**src/rtl/rstseq_pkg.sv**
```systemverilog
package rstseq_pkg;
  localparam int NCAUSE = 8;

  localparam int CB_POR   = 0;
  localparam int CB_BOR   = 1;
  localparam int CB_PINR  = 2;
  localparam int CB_PINS  = 3;
  localparam int CB_WDT   = 4;
  localparam int CB_SWR   = 5;
  localparam int CB_TRAP  = 6;
  localparam int CB_ILL   = 7;

  typedef enum logic [2:0] {
    ST_HOLD   = 3'd0,
    ST_PORDLY = 3'd1,
    ST_PWRT   = 3'd2,
    ST_ALIGN  = 3'd3,
    ST_RUN    = 3'd4
  } seq_state_e;
endpackage

```
**src/rtl/rstseq_pin_filter.sv**
```systemverilog
module rstseq_pin_filter #(
  parameter int FILT_LEN = 4
) (
  input  logic clk,
  input  logic arst_n,
  input  logic pin_n_i,
  output logic active_o
);
  localparam int FW = $clog2(FILT_LEN + 1);
  localparam logic [FW-1:0] FULL = FW'(FILT_LEN);

  logic [FW-1:0] run_q, run_d;

  always_comb begin
    if (pin_n_i)           run_d = '0;
    else if (run_q == FULL) run_d = run_q;
    else                   run_d = run_q + 1'b1;
  end

  always_ff @(posedge clk or negedge arst_n) begin
    if (!arst_n) run_q <= '0;
    else         run_q <= run_d;
  end

  assign active_o = (run_q == FULL);

  AST_FILT_SHORT: assert property (@(posedge clk) disable iff (!arst_n)
    pin_n_i |=> !active_o);
  AST_FILT_KEEP: assert property (@(posedge clk) disable iff (!arst_n)
    (active_o && !pin_n_i) |=> active_o);
endmodule

```
**src/rtl/rstseq_timer.sv**
```systemverilog
module rstseq_timer
  import rstseq_pkg::*;
#(
  parameter int POR_TICKS = 10,
  parameter int MS_TICKS  = 1000
) (
  input  logic       clk,
  input  logic       arst_n,
  input  logic       req_i,
  input  logic       por_i,
  input  logic       bor_i,
  input  logic       tick_i,
  input  logic       q1_i,
  input  logic [1:0] pwrt_sel_i,
  output logic       sysrst_o
);
  localparam int LMAX = (64 * MS_TICKS > POR_TICKS) ? 64 * MS_TICKS : POR_TICKS;
  localparam int CW   = $clog2(LMAX + 1);
  localparam logic [CW-1:0] POR_LAST = CW'(POR_TICKS - 1);

  seq_state_e    state_q, state_d;
  logic [CW-1:0] cnt_q, cnt_d, lim;
  logic          npor_q, npor_d, npwrt_q, npwrt_d;

  always_comb begin
    unique case (pwrt_sel_i)
      2'd0:    lim = '0;
      2'd1:    lim = CW'(4 * MS_TICKS);
      2'd2:    lim = CW'(16 * MS_TICKS);
      default: lim = CW'(64 * MS_TICKS);
    endcase
  end

  always_comb begin
    state_d = state_q;
    cnt_d   = cnt_q;
    npor_d  = npor_q;
    npwrt_d = npwrt_q;
    if (req_i) begin
      state_d = ST_HOLD;
      cnt_d   = '0;
      npor_d  = npor_q | por_i;
      npwrt_d = npwrt_q | por_i | bor_i;
    end else begin
      unique case (state_q)
        ST_HOLD: begin
          cnt_d = '0;
          if (npor_q)       state_d = ST_PORDLY;
          else if (npwrt_q) state_d = ST_PWRT;
          else              state_d = ST_ALIGN;
        end
        ST_PORDLY: begin
          if (tick_i) begin
            if (cnt_q == POR_LAST) begin
              cnt_d   = '0;
              npor_d  = 1'b0;
              state_d = ST_PWRT;
            end else begin
              cnt_d = cnt_q + 1'b1;
            end
          end
        end
        ST_PWRT: begin
          if (lim == '0) begin
            npwrt_d = 1'b0;
            state_d = ST_ALIGN;
          end else if (tick_i) begin
            if (cnt_q == lim - 1'b1) begin
              cnt_d   = '0;
              npwrt_d = 1'b0;
              state_d = ST_ALIGN;
            end else begin
              cnt_d = cnt_q + 1'b1;
            end
          end
        end
        ST_ALIGN: begin
          if (q1_i) state_d = ST_RUN;
        end
        ST_RUN: state_d = ST_RUN;
        default: state_d = ST_HOLD;
      endcase
    end
  end

  always_ff @(posedge clk or negedge arst_n) begin
    if (!arst_n) begin
      state_q <= ST_HOLD;
      cnt_q   <= '0;
      npor_q  <= 1'b1;
      npwrt_q <= 1'b1;
    end else begin
      state_q <= state_d;
      cnt_q   <= cnt_d;
      npor_q  <= npor_d;
      npwrt_q <= npwrt_d;
    end
  end

  assign sysrst_o = (state_q != ST_RUN);

  AST_REQ_HOLDS: assert property (@(posedge clk) disable iff (!arst_n)
    req_i |=> sysrst_o);
  AST_RELEASE_Q1: assert property (@(posedge clk) disable iff (!arst_n)
    $fell(sysrst_o) |-> $past(q1_i));
  AST_POR_RESTART: assert property (@(posedge clk) disable iff (!arst_n)
    por_i |=> (sysrst_o && npor_q));
endmodule

```
**src/rtl/rstseq_cause_flags.sv**
```systemverilog
module rstseq_cause_flags
  import rstseq_pkg::*;
(
  input  logic              clk,
  input  logic              arst_n,
  input  logic [NCAUSE-1:0] set_i,
  input  logic              por_i,
  input  logic              clr_we_i,
  input  logic [NCAUSE-1:0] clr_mask_i,
  output logic [NCAUSE-1:0] cause_o
);
  localparam logic [NCAUSE-1:0] POR_ONLY = NCAUSE'(1) << CB_POR;

  logic [NCAUSE-1:0] cause_q, cause_d, keep;
  logic              upd;

  always_comb begin
    keep    = clr_we_i ? ~clr_mask_i : '1;
    upd     = por_i | clr_we_i | (|set_i);
    cause_d = por_i ? POR_ONLY : ((cause_q & keep) | set_i);
  end

  always_ff @(posedge clk or negedge arst_n) begin
    if (!arst_n)  cause_q <= POR_ONLY;
    else if (upd) cause_q <= cause_d;
  end

  assign cause_o = cause_q;

  AST_POR_ONLY: assert property (@(posedge clk) disable iff (!arst_n)
    por_i |=> (cause_o == POR_ONLY));
  AST_STICKY: assert property (@(posedge clk) disable iff (!arst_n)
    (!por_i && !clr_we_i) |=> ((cause_o & $past(cause_o)) == $past(cause_o)));
  AST_SET_SEEN: assert property (@(posedge clk) disable iff (!arst_n)
    (!por_i && (|set_i)) |=> ((cause_o & $past(set_i)) == $past(set_i)));
endmodule

```
**src/rtl/reset_cause_sequencer.sv**
```systemverilog
module reset_cause_sequencer
  import rstseq_pkg::*;
#(
  parameter int FILT_LEN  = 4,
  parameter int POR_TICKS = 10,
  parameter int MS_TICKS  = 1000
) (
  input  logic       clk,
  input  logic       arst_n,
  input  logic       tick_i,
  input  logic       q1_i,
  input  logic       por_i,
  input  logic       pin_n_i,
  input  logic       sleep_i,
  input  logic       wdt_i,
  input  logic       bor_i,
  input  logic       boren_i,
  input  logic       swrst_i,
  input  logic       trap_i,
  input  logic       illop_i,
  input  logic [1:0] pwrt_sel_i,
  input  logic       clr_we_i,
  input  logic [7:0] clr_mask_i,
  output logic       sysrst_o,
  output logic [7:0] cause_o,
  output logic       wake_o
);
  logic              pin_act, bor_eff, wdt_run, wdt_slp, any_req;
  logic [NCAUSE-1:0] set_vec;
  logic              wake_q;

  rstseq_pin_filter #(.FILT_LEN(FILT_LEN)) u_filt (
    .clk      (clk),
    .arst_n   (arst_n),
    .pin_n_i  (pin_n_i),
    .active_o (pin_act)
  );

  always_comb begin
    bor_eff = bor_i & boren_i;
    wdt_run = wdt_i & ~sleep_i;
    wdt_slp = wdt_i & sleep_i;
    any_req = por_i | pin_act | wdt_run | bor_eff | swrst_i | trap_i | illop_i;
    set_vec          = '0;
    set_vec[CB_BOR]  = bor_eff;
    set_vec[CB_PINR] = pin_act & ~sleep_i;
    set_vec[CB_PINS] = pin_act & sleep_i;
    set_vec[CB_WDT]  = wdt_i;
    set_vec[CB_SWR]  = swrst_i;
    set_vec[CB_TRAP] = trap_i;
    set_vec[CB_ILL]  = illop_i;
  end

  rstseq_timer #(.POR_TICKS(POR_TICKS), .MS_TICKS(MS_TICKS)) u_tmr (
    .clk        (clk),
    .arst_n     (arst_n),
    .req_i      (any_req),
    .por_i      (por_i),
    .bor_i      (bor_eff),
    .tick_i     (tick_i),
    .q1_i       (q1_i),
    .pwrt_sel_i (pwrt_sel_i),
    .sysrst_o   (sysrst_o)
  );

  rstseq_cause_flags u_flags (
    .clk        (clk),
    .arst_n     (arst_n),
    .set_i      (set_vec),
    .por_i      (por_i),
    .clr_we_i   (clr_we_i),
    .clr_mask_i (clr_mask_i),
    .cause_o    (cause_o)
  );

  always_ff @(posedge clk or negedge arst_n) begin
    if (!arst_n) wake_q <= 1'b0;
    else         wake_q <= wdt_slp;
  end

  assign wake_o = wake_q;

  AST_SLEEP_WDT: assert property (@(posedge clk) disable iff (!arst_n)
    (wdt_slp && !any_req && !sysrst_o) |=> !sysrst_o);
  AST_WAKE_PULSE: assert property (@(posedge clk) disable iff (!arst_n)
    wdt_slp |=> wake_o);
  AST_BOR_GATED: assert property (@(posedge clk) disable iff (!arst_n)
    (bor_i && !boren_i && !any_req && !sysrst_o) |=> !sysrst_o);
endmodule

```
**config.mk**
```make
export PLATFORM = sky130hd
export DESIGN_NAME = reset_cause_sequencer
export DESIGN_NICKNAME = d
export VERILOG_FILES = /design/src/rtl/rstseq_pkg.sv /design/src/rtl/rstseq_pin_filter.sv /design/src/rtl/rstseq_timer.sv /design/src/rtl/rstseq_cause_flags.sv /design/src/rtl/reset_cause_sequencer.sv
export SDC_FILE = /design/constraint.sdc
export NUM_CORES = 1
export LEC_CHECK = 0
export BUFFER_PORTS_ARGS = -buffer_cell sky130_fd_sc_hd__buf_2
export CORE_ASPECT_RATIO = 1.75
export CORE_MARGIN = 1.5
export CORE_UTILIZATION = 53
export CTS_CLUSTER_DIAMETER = 60
export DETAILED_ROUTE_END_ITERATION = 10
export GPL_ROUTABILITY_DRIVEN = 0
export PLACE_DENSITY = 0.87
export SLEW_MARGIN = 15
export SYNTH_ARGS = -nofsm -noshare
export SYNTH_HDL_FRONTEND = slang
export SYNTH_SLANG_ARGS = --single-unit
export TNS_END_PERCENT = 100
```
**constraint.sdc**
```tcl
create_clock -name clk -period 2.3 [get_ports clk]
set_input_delay 0.23 -clock clk [delete_from_list [all_inputs] [get_ports clk]]
set_output_delay 0.23 -clock clk [all_outputs]
set_load 0.02 [all_outputs]
```
Word-level counts from Yosys, hierarchy flattened
Cells that the tools add are included.
- $add $sub $neg: 3
- equal/unequal tests: 18
- muxes and demuxes: 31
- bitwise logic cells: 20
- reductions and logical operators: 15
- operators with widths (operator ; number):
    $mux 16 ; 6
    $pmux 16 s3 ; 2
    $mux 3 ; 10
    $add 16x1->16 const B ; 1
    $eq 16x16->1 ; 1
    $eq 16x4->1 const B ; 1
    $logic_not 16->1 ; 1
    $mux 8 ; 2
    $sub 16x1->16 const B ; 1
    $ne 3x3->1 const B ; 5
    $pmux 3 s5 ; 1
    $or 1x1->1 ; 11
    $mux 1 ; 10
    $and 8x8->8 ; 1
    $not 8->8 ; 1
    $or 8x8->8 ; 1
    $reduce_bool 2->1 ; 4
    $reduce_or 7->1 ; 1
    $eq 3x2->1 const B ; 2
    $eq 3x3->1 const B ; 2
    $reduce_and 3->1 ; 2
    $reduce_bool 3->1 ; 2
    $and 1x1->1 ; 5
    $reduce_and 5->1 ; 1
    other kinds (13) ; 13
- register bits after elaboration: 33
- bits of input ports: 24
- output and inout port bits: 10

Depth between registers and ports, before layout
- depth after elaboration: 9
- gate-level depth with buffers: 9
- gate-level depth less buffers: 8

Cells and area by module
Synthesis repeated with hierarchy kept, for this count alone.
- cells, all modules: 218
- area total of the unflattened synthesis: 2029.4 um^2
- by module, submodules not included (module ; times used ; cells an instance ; area an instance (um^2)):
    rstseq_timer ; 1 ; 158 ; 1423.9
    rstseq_cause_flags ; 1 ; 33 ; 345.3
    rstseq_pin_filter ; 1 ; 17 ; 176.4
    reset_cause_sequencer ; 1 ; 10 ; 83.8

Worst setup path before layout
OpenSTA, ideal clock, no wires.
- kind: reg2reg
- start: register u_tmr.cnt_q[0]
- end: register u_tmr.cnt_q[14]
- arrival time: 1.747 ns
- setup slack: 0.458 ns
- stages on the path, launching flop included: 9
- buffers on the path: 1
- cell sequence: dfrtp_1 > ha_1 > and4_1 > buf_6 > o221a_4 > and4_4 > o31ai_4 > nand2_2 > o31ai_1
- longest elaborated chain between the ends: 6
- ends and longest elaborated chain (element ; line ; RTL):
    start: declaration ; rstseq_timer.sv:22 ; logic [CW-1:0] cnt_q, cnt_d, lim;
    start signal: assignment ; rstseq_timer.sv:94 ; cnt_q <= cnt_d;
    $add 16x1->16 / $eq 16x16->1 (equally long branches) ; rstseq_timer.sv:59, rstseq_timer.sv:73, rstseq_timer.sv:68 ;
    $mux 16 ; rstseq_timer.sv:68 ; if (cnt_q == lim - 1'b1) begin
    $mux 16 ; rstseq_timer.sv:67 ; end else if (tick_i) begin
    $mux 16 ; rstseq_timer.sv:64 ; if (lim == '0) begin
    $pmux 16 s3 * ; rstseq_timer.sv:45 ; unique case (state_q)
    $mux 16 * ; rstseq_timer.sv:39 ; if (req_i) begin
Mark *: on every way between the ends. The rest lies on a longest branch, timed or not. The select of a mux whose other input is x is not followed.
A chain may end at the register's enable or synchronous reset.

Final worst setup path
- start: register u_tmr.cnt_q[0]
- end: register u_tmr.cnt_q[11]
Same word-level chain as after synthesis.

==> impl_metrics.toml <==
[logic_synthesis]
synth_edf_count = 0
yosysWarnings = 0
async_flop_share = 1.000
netlist_area_um2 = 1939
ys_seq_area_frac = 0.4277
synth_cell_types = 55
syn_area_per_cell_um2 = 9.460
synth-main-ff-cell = "dfrtp_1"
syn_nets = 237
synth-seq-cells = 33
synthCells = 205

[power]
power_mw = 1.304
power_density_nw_per_um2 = 579.4
p_leak_nw = 1.012
irDropWorstVdd_v = 0.0005146

[timing]
fin_crit_sh = 0.9298
finalSetupViolCount = 0
final_hold_viol_count = 30
fin_setup_tns_ns = 0
timing.fmax_mhz = 467.6
slew_viol_final = 0
finalClockSkew_ns = 0.006136
worstMarginPinSlew_ns = 0.6939
max_slew_margin = 0.5374
rsz0062_at_grt = "no"
holdWs_ns = -0.02263
fin_crit_ns = 2.139

[cts]
postCtsHoldBufs = 0
numCtsBuffers = 5
post_cts_resize_count = 0
postCtsSetupBuffers = 0
cts_buffer_depth = 2
root_buffer = "clkbuf_8"
clk_latency_ns = 0.29
htree_levels = 2
clock_sinks = 33
path_clk_slew_ns = 0.07
cts_tree = "done"

[die]
fp.dieH_um = 83.02
ios = 34
dieArea_um2 = 4045
die-width_um = 48.73
initial_core_util = 0.5649
row_count = 28
core-area_um2 = 3433

[route]
ant_nets = 0
routed-via-count = 1717
vias_per_cell = 5.983
routed_wl_mm = 4.579
post_drt_wl_per_cell_um = 15.95
route.detailed.drc = 0
first_iter_violations = 63
drtPass1Iterations = 4

[final_layout]
drive_above_1_share = 0.2438
area_delta_synth_final_pct = 16.06
layout_common_cells = "buf_2, dfrtp_1, nor2_1, nand2_1, a21oi_1"
final_common_cell = "buf_2"
seq_area_um2 = 829.5
nFillCells = 316
antenna_cells = 0
nNetsFinal = 273
multiInputGateArea_um2 = 1035

[global_routing]
antenna_found_initial = 0
first_global_vias = 1723
grt_overflow = 0
gr-usage-all-layers = 0.2411
grt_start_max_net_pins = 34
grt_first_pass_wirelength_mm = 7.548

[status]
violations = "hold timing"
status = "finished with violations"

[place]
io_buffers = 33
dp_hpwl_mm = 3.371

[run]
max_cap_violations = 0

[worst_setup_path]
worstRegToRegCells = 7
startpoint_type = "flop"
r2r_end = "u_tmr.cnt_q[11]"
cp-startpoint = "u_tmr.cnt_q[0]"
endpoint_kind = "flop"
reg2reg_slack_ns = 0.16
worstPathRequired_ns = 2.47
r2r-start = "u_tmr.cnt_q[0]"
critical_path_class = "flop to flop"
crit_fanout = 9
arrival_ns = 2.31

[hold_path]
min_path_type = "primary input to asynchronous set/reset pin"
==> cells by family after synthesis <==
logic type,count (synthesis),share of synthesized area
AND/OR/NAND/NOR,97,0.2703
adder cells (fa/ha/maj),8,0.05161
AO/OA/AOI/OAI,43,0.1710
buffers and inverters,15,0.03870
XOR/XNOR,9,0.04065
flip-flops,33,0.4277
==> synth_stat cells, types with 2 or more instances <==
library cell  number  area share
o21ai_2            2      0.0090
nand2_1           24       0.046
xor2_1             7       0.032
nor2_1            27       0.052
dfstp_2            3       0.041
inv_1              9       0.017
or3b_1             2      0.0090
dfrtp_1           30        0.39
buf_2              3      0.0077
nand2b_1           3      0.0097
or3_1              2      0.0065
xnor2_1            2      0.0090
nor3_1             2      0.0052
o21ai_0            6       0.015
nor3b_1            3       0.012
nand4_1            5       0.016
ha_1               8       0.052
o31ai_1            3       0.012
and4_1             3       0.014
nand3_1            7       0.018
and3b_1            2      0.0090
and2_1             2      0.0065
nor4b_1            2      0.0090
a21oi_1           14       0.036
buf_6              2       0.012
a32o_1             3       0.015
==> where the power goes <==
part	leakage (nW)	total, mW	switching (mW)	internal (mW)
sequential	0.441	0.610	0.0124	0.597
clock	0.0585	0.570	0.217	0.353
combinational	0.513	0.124	0.0754	0.0487
==> per-layer routing <==
layer  part of all wire  track usage  up-vias
li1                   -            -      804
met1               0.37       0.2385      817
met2               0.54       0.4359       72
met3              0.045      0.04496       24
met4              0.048       0.1688        0
met5                  0            0        -
==> sequential cells by signal, summed over array words and instances, names as in the netlist <==
signal,count
u_filt.run_q,3
u_flags.cause_o,8
u_tmr.cnt_q,16
u_tmr.npor_q,1
u_tmr.npwrt_q,1
u_tmr.state_q,3
wake_o,1
==> metrics by stage <==
stage                     cells  worst slack [ns]  utilization  hold WS [ns]  cell area (µm²)
after global routing        287           0.03654       0.6556       0.04854             2251
final                       287            0.1615       0.6556      -0.02263             2251
after CTS                   287            0.1744       0.6556      0.004835             2251
after detailed placement    279            0.1887       0.6217        0.3208             2135
after floorplan             205            0.4576            -      -0.06559             1939
after global placement      279            0.2240       0.6217        0.3223             2135
==> critical path, cell delays in order, from the launching register on <==
cell and delay [ns]:
dfrtp_1 0.41, ha_1 0.26, and4_1 0.38, o221a_4 0.22
and4_4 0.28, o21ai_2 0.09, a21oi_4 0.29, nor2_1 0.09
==> layout make-up <==
class                   instances  share of cell area
clock buffers                   7             0.03835
clock inverters                 1             0.01334
inverters                       9             0.01501
multi-input cells             157              0.4597
flip-flops and latches         33              0.3685
well taps                      45             0.02501
repair buffers                 35             0.08004
==> worst max path at each step <==
| stage | endpoint | slack (ns) |
|---|---|---|
| 6_report | u_tmr.cnt_q[11] | 0.16 |
| 2_1_floorplan | u_tmr.cnt_q[14] | 0.46 |
| 5_1_grt | u_tmr.cnt_q[8] | 0.04 |
| 3_3_place_gp | u_tmr.cnt_q[10] | 0.22 |
| 4_1_cts | u_tmr.cnt_q[11] | 0.17 |
| 3_5_place_dp | u_tmr.cnt_q[11] | 0.19 |
Power figures use the tool's default switching activity.
